<file path="src/rtl/cwf_pkg.sv">
package cwf_pkg;

    // default geometry: 4 lines of 4 words, 32-bit words, 8-bit word address
    localparam int unsigned CWF_ADDR_W = 8;
    localparam int unsigned CWF_WORD_W = 32;
    localparam int unsigned CWF_LINES  = 4;
    localparam int unsigned CWF_WORDS  = 4;

    typedef enum logic {
        FILL_IDLE = 1'b0,
        FILL_RUN  = 1'b1
    } fill_phase_e;

endpackage

</file>
<file path="src/rtl/cwf_addr_split.sv">
module cwf_addr_split #(
    parameter int ADDR_W = 8,
    parameter int IDX_W  = 2,
    parameter int OFF_W  = 2
) (
    input  logic [ADDR_W-1:0]              addr_i,
    output logic [ADDR_W-IDX_W-OFF_W-1:0]  tag_o,
    output logic [IDX_W-1:0]               idx_o,
    output logic [OFF_W-1:0]               off_o
);
    localparam int TAG_LSB = IDX_W + OFF_W;

    // offset lowest, line index above it, tag in the remaining high bits
    always_comb begin
        off_o = addr_i[OFF_W-1:0];
        idx_o = addr_i[TAG_LSB-1:OFF_W];
        tag_o = addr_i[ADDR_W-1:TAG_LSB];
    end
endmodule

</file>
<file path="src/rtl/cwf_tag_store.sv">
module cwf_tag_store #(
    parameter int LINES = 4,
    parameter int TAG_W = 4
) (
    input  logic                      clk,
    input  logic                      rst_n,
    input  logic [$clog2(LINES)-1:0]  look_idx_i,
    input  logic [TAG_W-1:0]          look_tag_i,
    output logic                      hit_o,
    output logic [LINES-1:0]          valid_o,
    input  logic                      alloc_i,
    input  logic [$clog2(LINES)-1:0]  alloc_idx_i,
    input  logic [TAG_W-1:0]          alloc_tag_i,
    input  logic                      fin_i,
    input  logic [$clog2(LINES)-1:0]  fin_idx_i
);
    typedef struct packed {
        logic [LINES-1:0]            valid;
        logic [LINES-1:0][TAG_W-1:0] tags;
    } tstore_t;

    tstore_t          ts_d, ts_q;
    logic [LINES-1:0] line_match;

    // one comparator per line, the index then picks the result
    for (genvar g = 0; g < LINES; g++) begin : g_cmp
        assign line_match[g] = ts_q.valid[g] && (ts_q.tags[g] == look_tag_i);
    end

    assign hit_o   = line_match[look_idx_i];
    assign valid_o = ts_q.valid;

    always_comb begin
        ts_d = ts_q;
        // tag replaced and line invalidated as the refill starts
        if (alloc_i) begin
            ts_d.tags[alloc_idx_i]  = alloc_tag_i;
            ts_d.valid[alloc_idx_i] = 1'b0;
        end
        // line becomes valid only with its last word
        if (fin_i) begin
            ts_d.valid[fin_idx_i] = 1'b1;
        end
    end

    always_ff @(posedge clk or negedge rst_n) begin
        if (!rst_n) begin
            ts_q <= '0;
        end else begin
            ts_q <= ts_d;
        end
    end


    fin_sets_valid_chk: assert property (@(posedge clk) disable iff (!rst_n)
        fin_i |=> valid_o[$past(fin_idx_i)]);
endmodule

</file>
<file path="src/rtl/cwf_fill_seq.sv">
module cwf_fill_seq
    import cwf_pkg::*;
#(
    parameter int TAG_W = 4,
    parameter int IDX_W = 2,
    parameter int OFF_W = 2
) (
    input  logic                          clk,
    input  logic                          rst_n,
    input  logic                          start_i,
    input  logic [TAG_W-1:0]              start_tag_i,
    input  logic [IDX_W-1:0]              start_idx_i,
    input  logic [OFF_W-1:0]              start_off_i,
    input  logic                          mem_rvalid_i,
    output logic                          busy_o,
    output logic [TAG_W-1:0]              line_tag_o,
    output logic [IDX_W-1:0]              line_idx_o,
    output logic [(1<<OFF_W)-1:0]         written_o,
    output logic [OFF_W-1:0]              rsp_off_o,
    output logic                          wr_en_o,
    output logic                          last_o,
    output logic                          mem_req_o,
    output logic [TAG_W+IDX_W+OFF_W-1:0]  mem_addr_o
);
    localparam int WORDS = 1 << OFF_W;
    localparam int CNT_W = OFF_W + 1;

    typedef struct packed {
        fill_phase_e      phase;
        logic [TAG_W-1:0] tag;
        logic [IDX_W-1:0] idx;
        logic [OFF_W-1:0] crit;
        logic [CNT_W-1:0] issued;
        logic [CNT_W-1:0] received;
        logic             outst;
        logic [WORDS-1:0] written;
    } seq_t;

    seq_t             sq_d, sq_q;
    logic             running;
    logic             issue;
    logic [OFF_W-1:0] req_off;

    always_comb begin
        running   = (sq_q.phase == FILL_RUN);
        // a new strobe only when nothing is outstanding
        issue     = running && !sq_q.outst && (sq_q.issued != CNT_W'(WORDS));
        // both pointers walk upward from the missed word, wrapping
        req_off   = sq_q.crit + sq_q.issued[OFF_W-1:0];
        rsp_off_o = sq_q.crit + sq_q.received[OFF_W-1:0];
        wr_en_o   = running && mem_rvalid_i;
        last_o    = wr_en_o && (sq_q.received == CNT_W'(WORDS - 1));

        sq_d = sq_q;
        if (issue) begin
            sq_d.issued = sq_q.issued + CNT_W'(1);
            sq_d.outst  = 1'b1;
        end
        if (wr_en_o) begin
            sq_d.outst              = 1'b0;
            sq_d.written[rsp_off_o] = 1'b1;
            sq_d.received           = sq_q.received + CNT_W'(1);
            if (last_o) begin
                sq_d.phase = FILL_IDLE;
            end
        end
        if (start_i && !running) begin
            sq_d.phase    = FILL_RUN;
            sq_d.tag      = start_tag_i;
            sq_d.idx      = start_idx_i;
            sq_d.crit     = start_off_i;
            sq_d.issued   = '0;
            sq_d.received = '0;
            sq_d.outst    = 1'b0;
            sq_d.written  = '0;
        end
    end

    always_ff @(posedge clk or negedge rst_n) begin
        if (!rst_n) begin
            sq_q <= '0;
        end else begin
            sq_q <= sq_d;
        end
    end

    // memory address keeps the filling line's tag and index
    assign mem_req_o  = issue;
    assign mem_addr_o = {sq_q.tag, sq_q.idx, req_off};
    assign busy_o     = running;
    assign line_tag_o = sq_q.tag;
    assign line_idx_o = sq_q.idx;
    assign written_o  = sq_q.written;


    one_outstanding_chk: assert property (@(posedge clk) disable iff (!rst_n)
        mem_req_o |=> !mem_req_o);


    first_word_crit_chk: assert property (@(posedge clk) disable iff (!rst_n)
        (start_i && !busy_o) |=> (mem_req_o && mem_addr_o[OFF_W-1:0] == $past(start_off_i)));
endmodule

</file>
<file path="src/rtl/cwf_data_store.sv">
module cwf_data_store #(
    parameter int LINES  = 4,
    parameter int WORDS  = 4,
    parameter int WORD_W = 32
) (
    input  logic                      clk,
    input  logic                      rst_n,
    input  logic                      wr_en_i,
    input  logic [$clog2(LINES)-1:0]  wr_idx_i,
    input  logic [$clog2(WORDS)-1:0]  wr_off_i,
    input  logic [WORD_W-1:0]         wr_data_i,
    input  logic [$clog2(LINES)-1:0]  rd_idx_i,
    input  logic [$clog2(WORDS)-1:0]  rd_off_i,
    output logic [WORD_W-1:0]         rd_data_o
);
    localparam int ENTRIES = LINES * WORDS;
    localparam int EA_W    = $clog2(ENTRIES);

    logic [WORD_W-1:0] arr_d [ENTRIES];
    logic [WORD_W-1:0] arr_q [ENTRIES];
    logic [EA_W-1:0]   wr_ea, rd_ea;

    always_comb begin
        wr_ea = {wr_idx_i, wr_off_i};
        rd_ea = {rd_idx_i, rd_off_i};
        arr_d = arr_q;
        if (wr_en_i) begin
            arr_d[wr_ea] = wr_data_i;
        end
    end

    always_ff @(posedge clk or negedge rst_n) begin
        if (!rst_n) begin
            for (int i = 0; i < ENTRIES; i++) begin
                arr_q[i] <= '0;
            end
        end else begin
            arr_q <= arr_d;
        end
    end

    assign rd_data_o = arr_q[rd_ea];
endmodule

</file>
<file path="src/rtl/cwf_cache.sv">
module cwf_cache
    import cwf_pkg::*;
#(
    parameter int ADDR_W = CWF_ADDR_W,
    parameter int WORD_W = CWF_WORD_W,
    parameter int LINES  = CWF_LINES,
    parameter int WORDS  = CWF_WORDS
) (
    input  logic              clk,
    input  logic              rst_n,
    input  logic              cpu_req,
    input  logic [ADDR_W-1:0] cpu_addr,
    output logic              cpu_stall,
    output logic              cpu_rvalid,
    output logic [WORD_W-1:0] cpu_rdata,
    output logic              mem_req,
    output logic [ADDR_W-1:0] mem_addr,
    input  logic              mem_rvalid,
    input  logic [WORD_W-1:0] mem_rdata
);
    localparam int IDX_W = $clog2(LINES);
    localparam int OFF_W = $clog2(WORDS);
    localparam int TAG_W = ADDR_W - IDX_W - OFF_W;

    typedef struct packed {
        logic              rvalid;
        logic [WORD_W-1:0] rdata;
    } resp_t;

    resp_t             rsp_d, rsp_q;

    logic [TAG_W-1:0]  req_tag;
    logic [IDX_W-1:0]  req_idx;
    logic [OFF_W-1:0]  req_off;
    logic              tag_hit;
    logic [LINES-1:0]  line_valid;

    logic              fill_busy;
    logic [TAG_W-1:0]  fill_tag;
    logic [IDX_W-1:0]  fill_idx;
    logic [WORDS-1:0]  fill_written;
    logic [OFF_W-1:0]  fill_rsp_off;
    logic              fill_wr;
    logic              fill_last;
    logic              fill_start;

    logic [WORD_W-1:0] arr_rdata;
    logic              same_line, fwd_hit, part_hit, idle_hit, serve;

    cwf_addr_split #(
        .ADDR_W (ADDR_W),
        .IDX_W  (IDX_W),
        .OFF_W  (OFF_W)
    ) i_split (
        .addr_i (cpu_addr),
        .tag_o  (req_tag),
        .idx_o  (req_idx),
        .off_o  (req_off)
    );

    cwf_tag_store #(
        .LINES (LINES),
        .TAG_W (TAG_W)
    ) i_tags (
        .clk         (clk),
        .rst_n       (rst_n),
        .look_idx_i  (req_idx),
        .look_tag_i  (req_tag),
        .hit_o       (tag_hit),
        .valid_o     (line_valid),
        .alloc_i     (fill_start),
        .alloc_idx_i (req_idx),
        .alloc_tag_i (req_tag),
        .fin_i       (fill_last),
        .fin_idx_i   (fill_idx)
    );

    cwf_fill_seq #(
        .TAG_W (TAG_W),
        .IDX_W (IDX_W),
        .OFF_W (OFF_W)
    ) i_seq (
        .clk          (clk),
        .rst_n        (rst_n),
        .start_i      (fill_start),
        .start_tag_i  (req_tag),
        .start_idx_i  (req_idx),
        .start_off_i  (req_off),
        .mem_rvalid_i (mem_rvalid),
        .busy_o       (fill_busy),
        .line_tag_o   (fill_tag),
        .line_idx_o   (fill_idx),
        .written_o    (fill_written),
        .rsp_off_o    (fill_rsp_off),
        .wr_en_o      (fill_wr),
        .last_o       (fill_last),
        .mem_req_o    (mem_req),
        .mem_addr_o   (mem_addr)
    );

    cwf_data_store #(
        .LINES  (LINES),
        .WORDS  (WORDS),
        .WORD_W (WORD_W)
    ) i_data (
        .clk       (clk),
        .rst_n     (rst_n),
        .wr_en_i   (fill_wr),
        .wr_idx_i  (fill_idx),
        .wr_off_i  (fill_rsp_off),
        .wr_data_i (mem_rdata),
        .rd_idx_i  (req_idx),
        .rd_off_i  (req_off),
        .rd_data_o (arr_rdata)
    );

    always_comb begin
        same_line  = fill_busy && (req_idx == fill_idx) && (req_tag == fill_tag);
        // word arriving from memory this cycle is forwarded at once
        fwd_hit    = cpu_req && same_line && fill_wr && (req_off == fill_rsp_off);
        // words already written during the running refill
        part_hit   = same_line && fill_written[req_off];
        // ordinary lookup only when no refill runs
        idle_hit   = !fill_busy && tag_hit;
        serve      = cpu_req && (idle_hit || part_hit || fwd_hit);
        cpu_stall  = cpu_req && !serve;
        // a miss with the sequencer free opens a refill
        fill_start = cpu_req && !fill_busy && !tag_hit;

        rsp_d        = rsp_q;
        rsp_d.rvalid = serve;
        if (serve) begin
            rsp_d.rdata = fwd_hit ? mem_rdata : arr_rdata;
        end
    end

    always_ff @(posedge clk or negedge rst_n) begin
        if (!rst_n) begin
            rsp_q <= '0;
        end else begin
            rsp_q <= rsp_d;
        end
    end

    assign cpu_rvalid = rsp_q.rvalid;
    assign cpu_rdata  = rsp_q.rdata;


    accept_resp_chk: assert property (@(posedge clk) disable iff (!rst_n)
        (cpu_req && !cpu_stall) |=> cpu_rvalid);


    no_spurious_resp_chk: assert property (@(posedge clk) disable iff (!rst_n)
        !(cpu_req && !cpu_stall) |=> !cpu_rvalid);


    fill_line_invalid_chk: assert property (@(posedge clk) disable iff (!rst_n)
        fill_busy |-> !line_valid[fill_idx]);


    busy_serve_line_chk: assert property (@(posedge clk) disable iff (!rst_n)
        (fill_busy && cpu_req && !cpu_stall) |-> (req_idx == fill_idx && req_tag == fill_tag));


    crit_fwd_chk: assert property (@(posedge clk) disable iff (!rst_n)
        fwd_hit |=> (cpu_rdata == $past(mem_rdata)));
endmodule

</file>
<file path="config.mk">
export PLATFORM = sky130hd
export DESIGN_NAME = cwf_cache
export DESIGN_NICKNAME = d
export VERILOG_FILES = /design/src/rtl/cwf_pkg.sv /design/src/rtl/cwf_addr_split.sv /design/src/rtl/cwf_tag_store.sv /design/src/rtl/cwf_fill_seq.sv /design/src/rtl/cwf_data_store.sv /design/src/rtl/cwf_cache.sv
export SDC_FILE = /design/constraint.sdc
export NUM_CORES = 1
export LEC_CHECK = 0
export CAP_MARGIN = 20
export CELL_PAD_IN_SITES_DETAIL_PLACEMENT = 0
export CELL_PAD_IN_SITES_GLOBAL_PLACEMENT = 1
export CORE_MARGIN = 4
export CORE_UTILIZATION = 57
export DETAILED_ROUTE_END_ITERATION = 6
export PLACE_DENSITY = 0.9
export SETUP_SLACK_MARGIN = 0.2
export SYNTH_ARGS = -nofsm -noshare
export SYNTH_HDL_FRONTEND = slang
export SYNTH_SLANG_ARGS = --single-unit
</file>
<file path="constraint.sdc">
create_clock -name clk -period 6.8 [get_ports clk]
set_input_delay 1.7 -clock clk [delete_from_list [all_inputs] [get_ports clk]]
set_output_delay 1.7 -clock clk [all_outputs]
set_load 0.05 [all_outputs]
</file>
# Word-level counts from Yosys, hierarchy flattened
# Cells that the tools add are included.
[totals]
ff_bits = 585
in_bits = 44
elab_cells = 123
[classes]
n_addsub = 4
n_lt_le_gt_ge = 10
n_eq_ne = 9
n_mux = 28
bitwise = 6
reduce_logical = 35
[op_table]
columns = ["cell", "count"]
rows = [
  ["512-bit bitwise mux", 1],
  ["32-bit binary-select mux with 4-bit select", 1],
  ["32-bit demux with 4-bit select", 1],
  ["32-bit two-way mux", 4],
  ["20-bit two-way mux", 2],
  ["1-bit logical AND", 24],
  ["4-bit equality test", 5],
  ["16-bit bitwise mux", 1],
  ["2-bit by 3-bit < comparator with 1-bit output, second input constant", 4],
  ["5-bit >= comparator, second input constant", 2],
  ["4-bit NOT with 5-bit output", 2],
  ["4-bit demux with 2-bit select", 1],
  ["1-bit two-way mux", 8],
  ["4-bit two-way mux", 2],
  ["8-bit two-way mux", 1],
  ["4-bit OR", 2],
  ["3-bit by 1-bit adder with 3-bit output, second input constant", 2],
  ["1-bit demux with 2-bit select", 3],
  ["2-bit by 1-bit >= comparator with 1-bit output, second input constant", 3],
  ["2-bit nonzero test", 3],
  ["5-bit by 1-bit < comparator with 1-bit output, second input constant", 1],
  ["2-bit adder", 2],
  ["4-bit bitwise AND", 1],
  ["1-bit binary-select mux with 2-bit select", 2],
  ["other kinds (9)", 14],
]

# Longest topological paths before layout
# Gate-level depths: netlist of the first run.
[depth]
ltp_word = 10
ltp_mapped = 9
depth_no_buf = 8

# Hierarchy
# Synthesis of the first run repeated with hierarchy kept, for this count alone.
[unflattened]
cells_unflattened = 1734
area_unflattened_um2 = 26814.5
[modules_own_cells]
columns = ["module", "n_inst", "cells_per_inst", "area_per_inst_um2", "seq_area_each_um2"]
rows = [
  ["cwf_data_store", 1, 1404, 22774.3, 12812.3],
  ["cwf_cache", 1, 124, 1899.3, 825.8],
  ["cwf_fill_seq", 1, 115, 1074.8, 500.5],
  ["cwf_tag_store", 1, 83, 1006.0, 500.5],
  ["cwf_addr_split", 1, 8, 60.1, 0.0],
]

# Least setup slack after synthesis of the first run
# OpenSTA, ideal clock, no wires.
[synth_path]
path_type = "input to output"
from = "input port cpu_addr[0]"
to = "output port cpu_stall"
arrival_ps = 3728
slack_ps = 1372
stages = 5
cell_sequence = "buf_2 -> mux4_2 -> a21oi_2 -> nor2_1 -> a211oi_1"
[synth_between]
elab_chain_len = 8
elab_cells_between_ends = 10
cone_classes = "eq/ne (1); mux (2); reduce/logical (7)"
[synth_lines]
columns = ["item", "line", "source"]
rows = [
  ["start, declared", "cwf_cache.sv:12", "input logic [ADDR_W-1:0] cpu_addr,"],
  ["1-bit binary-select mux with 2-bit select", "cwf_cache.sv:122", "part_hit = same_line && fill_written[req_off];"],
  ["1-bit two-way mux (implied by the code)", "cwf_cache.sv:122", ""],
  ["1-bit logical AND", "cwf_cache.sv:122", ""],
  ["1-bit logical OR", "cwf_cache.sv:125", "serve = cpu_req && (idle_hit || part_hit || fwd_hit);"],
  ["1-bit logical OR (*)", "cwf_cache.sv:125", ""],
  ["1-bit logical AND (*)", "cwf_cache.sv:125", ""],
  ["1-bit zero test (*)", "cwf_cache.sv:126", "cpu_stall = cpu_req && !serve;"],
  ["1-bit logical AND (*)", "cwf_cache.sv:126", ""],
  ["end, declared", "cwf_cache.sv:13", "output logic cpu_stall,"],
]
# Every way passes the cells marked *; elsewhere a longest branch is shown, timed or not. The select of a mux whose other input is x is not followed.

# Worst setup path in the final report of the first run
[layout_path]
from = "input port cpu_addr[4]"
to = "output port cpu_stall"
[layout_between]
elab_chain_len = 10
elab_cells_between_ends = 22
cone_classes = "eq/ne (5); mux (2); reduce/logical (15)"
[layout_lines]
columns = ["item", "line", "source"]
rows = [
  ["4-bit equality test", "cwf_tag_store.sv:27", "assign line_match[g] = ts_q.valid[g] && (ts_q.tags[g] == look_tag_i);"],
  ["1-bit logical AND", "cwf_tag_store.sv:27", ""],
  ["1-bit binary-select mux with 2-bit select", "cwf_tag_store.sv:30", "assign hit_o = line_match[look_idx_i];"],
  ["1-bit two-way mux (implied by the code)", "cwf_tag_store.sv:30", ""],
  ["1-bit logical AND", "cwf_cache.sv:124", "idle_hit = !fill_busy && tag_hit;"],
  ["1-bit logical OR", "cwf_cache.sv:125", ""],
  ["1-bit logical OR (*)", "cwf_cache.sv:125", ""],
  ["1-bit logical AND (*)", "cwf_cache.sv:125", ""],
  ["1-bit zero test (*)", "cwf_cache.sv:126", ""],
  ["1-bit logical AND (*)", "cwf_cache.sv:126", ""],
]
# Marked as above.

==> results.py, run 1 <==
metrics = {
    "clock_network": {
        "cts-resized-gates": 0,
        "cts.clk_slew.worst_paths_ps": 60,
        "cts-hold-fix-buffers": 0,
        "cts_tree": "yes",
        "htree_levels": 2,
        "numCtsBuffers": 58,
        "cts.path.max_buffers": 3,
        "post-cts-setup-buffer-count": 0,
        "cts_sinks": 585,
        "insertion_delay_ps": 610,
        "cts-root-buf": "clkbuf_16",
    },
    "grt": {
        "grt_pass1_wl_mm": 95.01,
        "grt_pass1_vias": 15940,
        "grt_max_degree": 178,
        "antenna_found_initial": 0,
        "grt_overflow_total": 0,
        "grt_usage": 0.2414,
    },
    "logic_synthesis": {
        "synth-compound-area-share": 0.02209,
        "synth_edf_count": 0,
        "synth_top_family_by_area": "multiplexers",
        "synth_top_cell_by_area": "dfrtp_1",
        "synthTopCellsByArea": "dfrtp_1, mux2_2, mux4_2, a22oi_1, mux2_4",
        "ys_types": 44,
        "synthMostInstantiatedCell": "dfrtp_1",
        "netlist_area_um2": 26670,
        "synth_simple_gate_area_frac": 0.01844,
        "synth_xor_area_frac": 0.01041,
        "synth_flop_cell": "dfrtp_1",
        "yosysSeqAreaShare": 0.5488,
        "yosysTopAreaCellShare": 0.5488,
        "async_flop_share": 1.000,
        "ys_top_cells_by_count": "dfrtp_1, mux2_2, mux4_2",
        "synth_nets": 1741,
        "syn_inst": 1691,
        "ys_seq_elements": 585,
        "post_synth_fa_ha_maj_area_fraction": 0.002815,
        "syn-mean-instance-area_um2": 15.77,
        "ys_warn_count": 0,
        "synth.mux.area_fraction": 0.3667,
    },
    "detailed_routing": {
        "routed_wl_mm": 59.65,
        "dr.pass1.iters": 5,
        "drc": 0,
        "drtIter0Drc": 1039,
        "ant_nets": 0,
        "vias": 14710,
        "post_drt_wl_per_cell_um": 25.12,
        "routed_via_density": 6.197,
    },
    "setup_path": {
        "critPathMaxFanout": 10,
        "cp.arrival_ps": 4190,
        "reg2reg_slack_ps": 3600,
        "r2r_cells": 6,
        "critPathKind": "in2out",
        "r2r_end": "i_data.arr_q[12]$_DFFE_PN0P_",
        "worst_setup_path_start_kind": "primary input",
        "end_kind": "output pin",
        "cp.required_ps": 5100,
        "r2r_start": "i_seq.sq_q[5]$_DFFE_PN0P_",
    },
    "pwr": {
        "clkPwrFrac": 0.241,
        "p_total_uw": 13790,
        "ir_drop_uv": 311.1,
        "power.leakage_uw": 0.01301,
        "comb_power_share": 0.326,
        "p_sw_frac": 0.2988,
        "power_switching_uw": 4121,
        "intPower_uw": 9668,
        "powerDensity_nw_per_um2": 459.5,
        "seq_power_share": 0.433,
    },
    "cells_and_area": {
        "layout.nets": 1770,
        "fin_util": 0.6473,
        "multiInputGateArea_um2": 11340,
        "seq_area_um2": 14640,
        "synthToLayoutAreaGrowth_pct": 12.51,
        "fillers": 3219,
        "diodes": 0,
        "drive_above_1_share": 0.4924,
        "fin_area_um2": 30010,
    },
    "placed_design": {
        "place_area_um2": 27950,
        "dp_hpwl_mm": 33.33,
        "port_buffers": 86,
        "gp_congestion": 0.8033,
    },
    "sta": {
        "fin_setup_tns_ps": 0,
        "worstMarginPinSlew_ps": 1160,
        "relSlewSlack": 0.2267,
        "finalCritPeriodShare": 0.8659,
        "rsz0062_at_grt": "false",
        "hold_viol": 0,
        "period_needed_ps": 5888,
        "setup_viol": 0,
        "report.final.slew_viol_count": 0,
        "finalClockSkew_ps": 11.98,
        "fmaxAchievable_mhz": 169.8,
    },
    "floorplanning": {
        "die_y_um": 224.3,
        "die_x_um": 224.3,
        "pin_count": 87,
        "core_um2": 46360,
        "die_area_um2": 50320,
        "initial_utilization": 0.5754,
        "rows": 79,
    },
    "status": {
        "status": "complete, no violations",
    },
    "worst_hold_path": {
        "hold_path.class": "reg2reg",
        "worstHoldStart": "i_data.arr_q[432]$_DFFE_PN0P_",
        "hold_path_end": "i_data.arr_q[432]$_DFFE_PN0P_",
        "hold_depth": 1,
    },
    "run": {
        "drv_cap": 0,
    },
}
==> through the flow <==
step	hold slack (ps)	setup WS (ps)	cells
floorplan	452.4	1372	1691
global placement	461.7	944.0	2263
detailed placement	470.7	913.8	2265
CTS	484.1	903.4	2372
global route	501.3	666.2	2374
finish	484.5	911.9	2374
==> sequential cells by signal, indices dropped and copies added (netlist names) <==
signal	cells
cpu_rdata	32
i_tags.valid_o	4
i_seq.line_tag_o	4
i_tags.ts_q	16
i_data.arr_q	512
cpu_rvalid	1
i_seq.sq_q	9
i_seq.written_o	4
i_seq.busy_o	1
i_seq.line_idx_o	2
==> final cells by class <==
class,instances,share of cell area
Sequential cell,585,0.4878
Multi-Input combinational cell,943,0.3780
Clock buffer,87,0.05904
Timing Repair Buffer,118,0.04019
Tap cell,607,0.02531
Clock inverter,20,0.007922
Inverter,14,0.001751
==> how the worst max path moves through the flow <==
stage,from,to,cells after the start
after floorplan,cpu_addr[0],cpu_stall,5
after global placement,cpu_addr[4],cpu_stall,7
after detailed placement,cpu_addr[4],cpu_stall,7
after CTS,cpu_addr[4],cpu_stall,7
after global routing,cpu_addr[5],cpu_stall,7
final,cpu_addr[4],cpu_stall,7
==> routing by layer <==
layer | vias up | track usage | share of wire
met3 | 108 | 0.04385 | 0.053
met4 | 0 | 0.05850 | 0.022
met5 | - | 0 | 0
met1 | 7974 | 0.3518 | 0.44
met2 | 327 | 0.3855 | 0.49
li1 | 6303 | - | -
==> critical path, stage by stage <==
cell,delay [ps]
clkdlybuf4s50_1,760
xor2_1,180
nor3_1,70
nand4_1,150
nand4_4,190
a211oi_1,280
clkdlybuf4s50_1,840
==> power by group through the flow <==
| stage | registers, uW | logic, uW | clock network, uW |
|---|---|---|---|
| detailed placement | 6020 | 4500 | 0 |
| CTS | 5970 | 4530 | 3390 |
| finish | 5970 | 4490 | 3330 |
| global route | 6160 | 4840 | 3540 |
| floorplan | 6010 | 3260 | 0 |
| global placement | 5890 | 4340 | 0 |
==> cell usage in the layout (no fill, tap or decap), drive strengths merged, types with 2 or more instances in the layout <==
cell type and instances:
inv 15, clkinvlp 2, nor2 21, xor2 17
clkinv 12, xnor2 11, nor2b 2, bufinv 5
nor4 2, nand4 6, clkbuf 88, nor3 11
or3 2, nand3 2, buf 34, clkdlybuf4s50 83
a21oi 6, mux2 600, and2 2, nand2b 2
mux4 129, a22oi 64, ha 6, o22ai 4
dfrtp 585, o21ai 2, nand2 45
==> cell families (layout without fill, tap and decap cells) <==
logic type                 after synthesis  count (layout)
AOI/OAI and AO/OA                       81              81
xor gates and xnor gates                29              29
adders and majority gates                6               6
buffers and inverters                  163             239
DFF                                    585             585
muxes                                  730             730
and+or+nand+nor                         97              97
No activity file was read; power rests on OpenSTA's default activity.
==> inputs of run 2 (changes only) <==
CORE_MARGIN = 10   (was 4)
CORE_UTILIZATION = 33   (was 57)
PLACE_DENSITY = 0.59   (was 0.9)
==> run 2 against run 1 <==
Against the previous run: core utilization is 26 points lower; register-to-register slack worse by 60 ps; critical path type unchanged; combinational power hardly changed; final cell count is 20% higher; sequential power hardly changed; largest cell class unchanged; critical endpoint unchanged.
==> results.py, run 2 (synthesis results as in run 1) <==
metrics = {
    "setup_path": {
        "end_kind": "output pin",
        "slowest_stage": "clkdlybuf4s50_1",
        "cp.arrival_ps": 4290,
        "r2r_cells": 6,
        "path_cells": "clkdlybuf4s50_1, xor2_1, nor3_1, nand4_1, nand4_4, a211oi_1, clkdlybuf4s50_1",
        "cp.required_ps": 5100,
        "r2r_end": "i_data.arr_q[16]$_DFFE_PN0P_",
        "path_delay_family": "buffers and inverters",
        "critPathMaxFanout": 10,
        "reg2reg_slack_ps": 3540,
        "critPathMaxStageDelay_ps": 860,
        "r2r_start": "i_seq.sq_q[5]$_DFFE_PN0P_",
        "worst_setup_path_start_kind": "primary input",
        "critPathBufInv": 2,
        "cp_common_cell": "clkdlybuf4s50_1",
        "critPathKind": "in2out",
    },
    "sta": {
        "relSlewSlack": 0.2749,
        "hold_viol": 0,
        "setup_viol": 0,
        "rsz0062_at_grt": "false",
        "fmaxAchievable_mhz": 166.9,
        "setup_ws_ps": 808.3,
        "fin_setup_tns_ps": 0,
        "report.final.slew_viol_count": 0,
        "finalCritPeriodShare": 0.8811,
        "worstMarginPinSlew_ps": 1085,
        "finalClockSkew_ps": 22.50,
        "period_needed_ps": 5992,
    },
    "grt": {
        "grt_pass1_vias": 16140,
        "grt_usage": 0.1497,
        "grt_max_degree": 160,
        "grt_pass1_wl_mm": 107.0,
        "antenna_found_initial": 2,
        "grt_overflow_total": 0,
    },
    "pwr": {
        "ir_drop_uv": 211.5,
        "power.leakage_uw": 0.01312,
        "powerDensity_nw_per_um2": 459.5,
    },
    "cells_and_area": {
        "synthToLayoutAreaGrowth_pct": 15.53,
        "diodes": 0,
        "top_register": "i_data.arr_q",
        "final_cell_mix": "dfrtp_1, mux2_2, mux4_2",
        "drive_above_1_share": 0.4924,
        "mostFrequentLayoutCell": "dfrtp_1",
        "layout.nets": 1782,
        "largest_reg_flops": 512,
        "fillers": 7386,
    },
    "clock_network": {
        "cts-resized-gates": 0,
        "cts-hold-fix-buffers": 0,
        "htree_levels": 3,
        "cts_tree": "yes",
        "post-cts-setup-buffer-count": 0,
        "numCtsBuffers": 69,
        "cts.clk_slew.worst_paths_ps": 50,
        "cts.path.max_buffers": 3,
        "cts_sinks": 585,
        "cts-root-buf": "clkbuf_16",
        "insertion_delay_ps": 620,
    },
    "status": {
        "status": "complete, no violations",
    },
    "detailed_routing": {
        "routed_wl_mm": 69.30,
        "post_drt_wl_per_cell_um": 24.41,
        "vias": 14740,
        "routed_via_density": 5.192,
        "drtIter0Drc": 852,
        "drc": 0,
        "ant_nets": 0,
        "dr.pass1.iters": 5,
    },
    "floorplanning": {
        "die_y_um": 304.3,
        "die_x_um": 304.3,
        "pin_count": 87,
        "rows": 104,
        "core_um2": 80290,
        "die_area_um2": 92600,
        "initial_utilization": 0.3322,
    },
    "worst_hold_path": {
        "hold_path.class": "reg2reg",
        "hold_path_end": "i_data.arr_q[418]$_DFFE_PN0P_",
        "hold_depth": 1,
        "worstHoldStart": "i_data.arr_q[418]$_DFFE_PN0P_",
    },
    "run": {
        "drv_cap": 0,
    },
    "placed_design": {
        "pre_cts_slack_ps": 808.5,
        "gp_congestion": 0.7172,
        "dp_hpwl_mm": 38.10,
        "port_buffers": 86,
    },
}
-- run 2: stage by stage --
stage | area, um^2 | power, uW | utilization | hold slack [ps] | instances
final | 30820 | 14160 | 0.3838 | 481.0 | 2839
after global routing | 30820 | 14990 | 0.3838 | 496.5 | 2839
after CTS | 30790 | 14370 | 0.3835 | 484.8 | 2838
after detailed placement | 28560 | 10620 | 0.3557 | 472.1 | 2720
after global placement | 28520 | 10410 | 0.3552 | 462.0 | 2718
after floorplan | 26670 | 9272 | - | 452.4 | 1691
-- run 2: layer usage --
layer / share of wire / track usage / vias up
li1: - / - / 6347
met1: 0.47 / 0.2083 / 8044
met2: 0.47 / 0.2355 / 247
met3: 0.040 / 0.02927 / 98
met4: 0.019 / 0.04048 / 4
met5: 0.00032 / 0 / -
-- run 2: worst max path at each step --
stage / start / to / slack, ps / depth (start not counted)
after floorplan: cpu_addr[0] / cpu_stall / 1370 / 5
after global placement: cpu_addr[5] / cpu_stall / 860 / 7
after detailed placement: cpu_addr[4] / cpu_stall / 810 / 7
after CTS: cpu_addr[4] / cpu_stall / 800 / 7
after global routing: cpu_addr[4] / cpu_stall / 680 / 7
final: cpu_addr[4] / cpu_stall / 810 / 7
-- run 2: final cells by class --
class,count,area [um^2],share of cell area
clock buffer,100,2003,0.06500
clock inverter,18,229.0,0.007430
inverter,14,52.55,0.001705
multi-input combinational,943,11350,0.3683
sequential,585,14640,0.4750
tap,1060,1326,0.04304
timing repair buffer,119,1215,0.03943
-- run 2: power by group --
group          total (uW)  internal [uW]  switching (uW)
Clock                3670           2170            1500
Combinational        4520           2560            1960
Sequential           5970           5120             852
Total               14200           9850            4310
==> inputs of run 3 (changes only) <==
CORE_ASPECT_RATIO = 1.1   (was unset)
==> run 3 against run 2 <==
Against the previous run: wire length is 0.36% lower; largest power group unchanged; critical path type unchanged; highest routed layer is now met4; hold slack worse by 2.4 ps; sequential cell count is the same; die area barely moved; design area is 0.39% lower.
==> results.py, run 3 (synthesis results as in run 1) <==
metrics = {
    "grt": {
        "grt_max_degree": 163,
        "antenna_found_initial": 0,
        "grt_overflow_total": 0,
        "grt_pass1_vias": 16110,
        "grt_usage": 0.1481,
        "grt_pass1_wl_mm": 105.8,
    },
    "detailed_routing": {
        "post_drt_wl_per_cell_um": 24.43,
        "routed_wl_mm": 69.05,
        "drc": 0,
        "routed_via_density": 5.156,
        "ant_nets": 0,
        "vias": 14570,
        "dr.pass1.iters": 4,
        "drtIter0Drc": 1018,
    },
    "setup_path": {
        "path_cells": "clkdlybuf4s50_1, xor2_1, nor3_1, nand4_1, nand4_4, a211oi_1, clkdlybuf4s50_1",
        "crit_start": "cpu_addr[5]",
        "path_delay_family": "buffers and inverters",
        "critPathKind": "in2out",
        "critPathMaxFanout": 10,
        "worst_setup_path_start_kind": "primary input",
        "slowest_stage": "clkdlybuf4s50_1",
        "end_kind": "output pin",
        "cp.required_ps": 5100,
        "cp_common_cell": "clkdlybuf4s50_1",
        "r2r_start": "i_seq.sq_q[5]$_DFFE_PN0P_",
        "cp.arrival_ps": 4270,
        "critPathBufInv": 2,
        "critPathMaxStageDelay_ps": 850,
    },
    "clock_network": {
        "cts-root-buf": "clkbuf_16",
        "htree_levels": 3,
        "numCtsBuffers": 66,
        "post-cts-setup-buffer-count": 0,
        "cts.clk_slew.worst_paths_ps": 50,
        "cts_sinks": 585,
        "cts-hold-fix-buffers": 0,
        "cts.path.max_buffers": 3,
        "cts-resized-gates": 0,
        "cts_tree": "yes",
        "insertion_delay_ps": 590,
    },
    "sta": {
        "finalCritPeriodShare": 0.8775,
        "finalClockSkew_ps": 28.61,
        "rsz0062_at_grt": "false",
        "hold_viol": 0,
        "fin_setup_tns_ps": 0,
        "report.final.slew_viol_count": 0,
        "setup_viol": 0,
        "relSlewSlack": 0.2183,
        "worstMarginPinSlew_ps": 1170,
        "fmaxAchievable_mhz": 167.6,
        "period_needed_ps": 5967,
    },
    "cells_and_area": {
        "final_cell_mix": "dfrtp_1, mux2_2, mux4_2",
        "diodes": 0,
        "fin_util": 0.3821,
        "fillers": 7312,
        "top_register": "i_data.arr_q",
        "finalNonFillerCells": 2826,
        "mostFrequentLayoutCell": "dfrtp_1",
        "layout.nets": 1777,
        "drive_above_1_share": 0.4910,
        "largest_reg_flops": 512,
        "synthToLayoutAreaGrowth_pct": 15.09,
    },
    "pwr": {
        "powerDensity_nw_per_um2": 457.3,
        "p_sw_frac": 0.3008,
        "power_switching_uw": 4223,
        "comb_power_share": 0.322,
        "clkPwrFrac": 0.254,
        "power.leakage_uw": 0.01306,
        "seq_power_share": 0.424,
        "ir_drop_uv": 212.1,
        "intPower_uw": 9816,
    },
    "placed_design": {
        "gp_congestion": 0.7119,
        "dp_hpwl_mm": 37.62,
        "port_buffers": 86,
        "dp.cells": 2713,
    },
    "floorplanning": {
        "pin_count": 87,
        "die_x_um": 291.1,
        "core_um2": 80330,
        "initial_utilization": 0.3321,
        "die_y_um": 318.2,
        "die_area_um2": 92610,
        "rows": 109,
    },
    "status": {
        "status": "complete, no violations",
    },
    "worst_hold_path": {
        "hold_path.class": "reg2reg",
        "worstHoldStart": "i_data.arr_q[428]$_DFFE_PN0P_",
    },
    "run": {
        "drv_cap": 0,
    },
}
run 3: cell types whose count changed in the layout (fill, tap and decap cells not counted), sizes merged:
cell and change:
bufinv -1, buf -2, inv -4, clkbuf +3, clkinv -4, clkinvlp +1
run 3: final timing paths:
kind / end / slack (ps) / cells after the start
worst max-delay path: cpu_stall / 830 / 7
max in group asynchronous: i_data.arr_q[310]$_DFFE_PN0P_ / 4210 / 2
worst min register to register: i_data.arr_q[428]$_DFFE_PN0P_ / 480 / 1
worst min-delay path: i_data.arr_q[428]$_DFFE_PN0P_ / 480 / 1
worst max register to register: i_data.arr_q[108]$_DFFE_PN0P_ / 3660 / 6
min in group asynchronous: i_tags.ts_q[5]$_DFFE_PN0P_ / 1150 / 1
run 3: routing by layer:
layer / vias up / part of all wire / GRT usage
li1: 6326 / - / -
met3: 100 / 0.034 / 0.02225
met2: 233 / 0.50 / 0.2501
met4: 0 / 0.024 / 0.04619
met5: - / 0 / 0
met1: 7911 / 0.44 / 0.1928
run 3: area by class of cell:
cell class                 count  area, um^2  area share
multi-input combinational    943       11360      0.3700
clock buffer                 103        2043     0.06656
inverter                      14       52.55    0.001712
timing repair buffer         117        1167     0.03803
clock inverter                10       117.6    0.003831
sequential                   585       14640      0.4769
tap                         1054        1319     0.04296
run 3: per-stage QoR:
stage               total power, uW  instance area [um^2]  hold slack (ps)  setup WS, ps
floorplan                      9272                 26670            452.4          1372
global placement              10410                 28520            461.6         819.5
detailed placement            10600                 28540            468.6         837.5
CTS                           14250                 30700            481.5         828.4
global route                  14860                 30700            490.7         700.6
finish                        14040                 30700            478.6         832.7
run 3: power by group through the flow:
stage,registers (uW),logic [uW],clock network [uW]
floorplan,6010,3260,0
finish,5950,4520,3570
global placement,5930,4480,0
CTS,5960,4600,3680
global route,6160,4870,3830
detailed placement,6020,4590,0
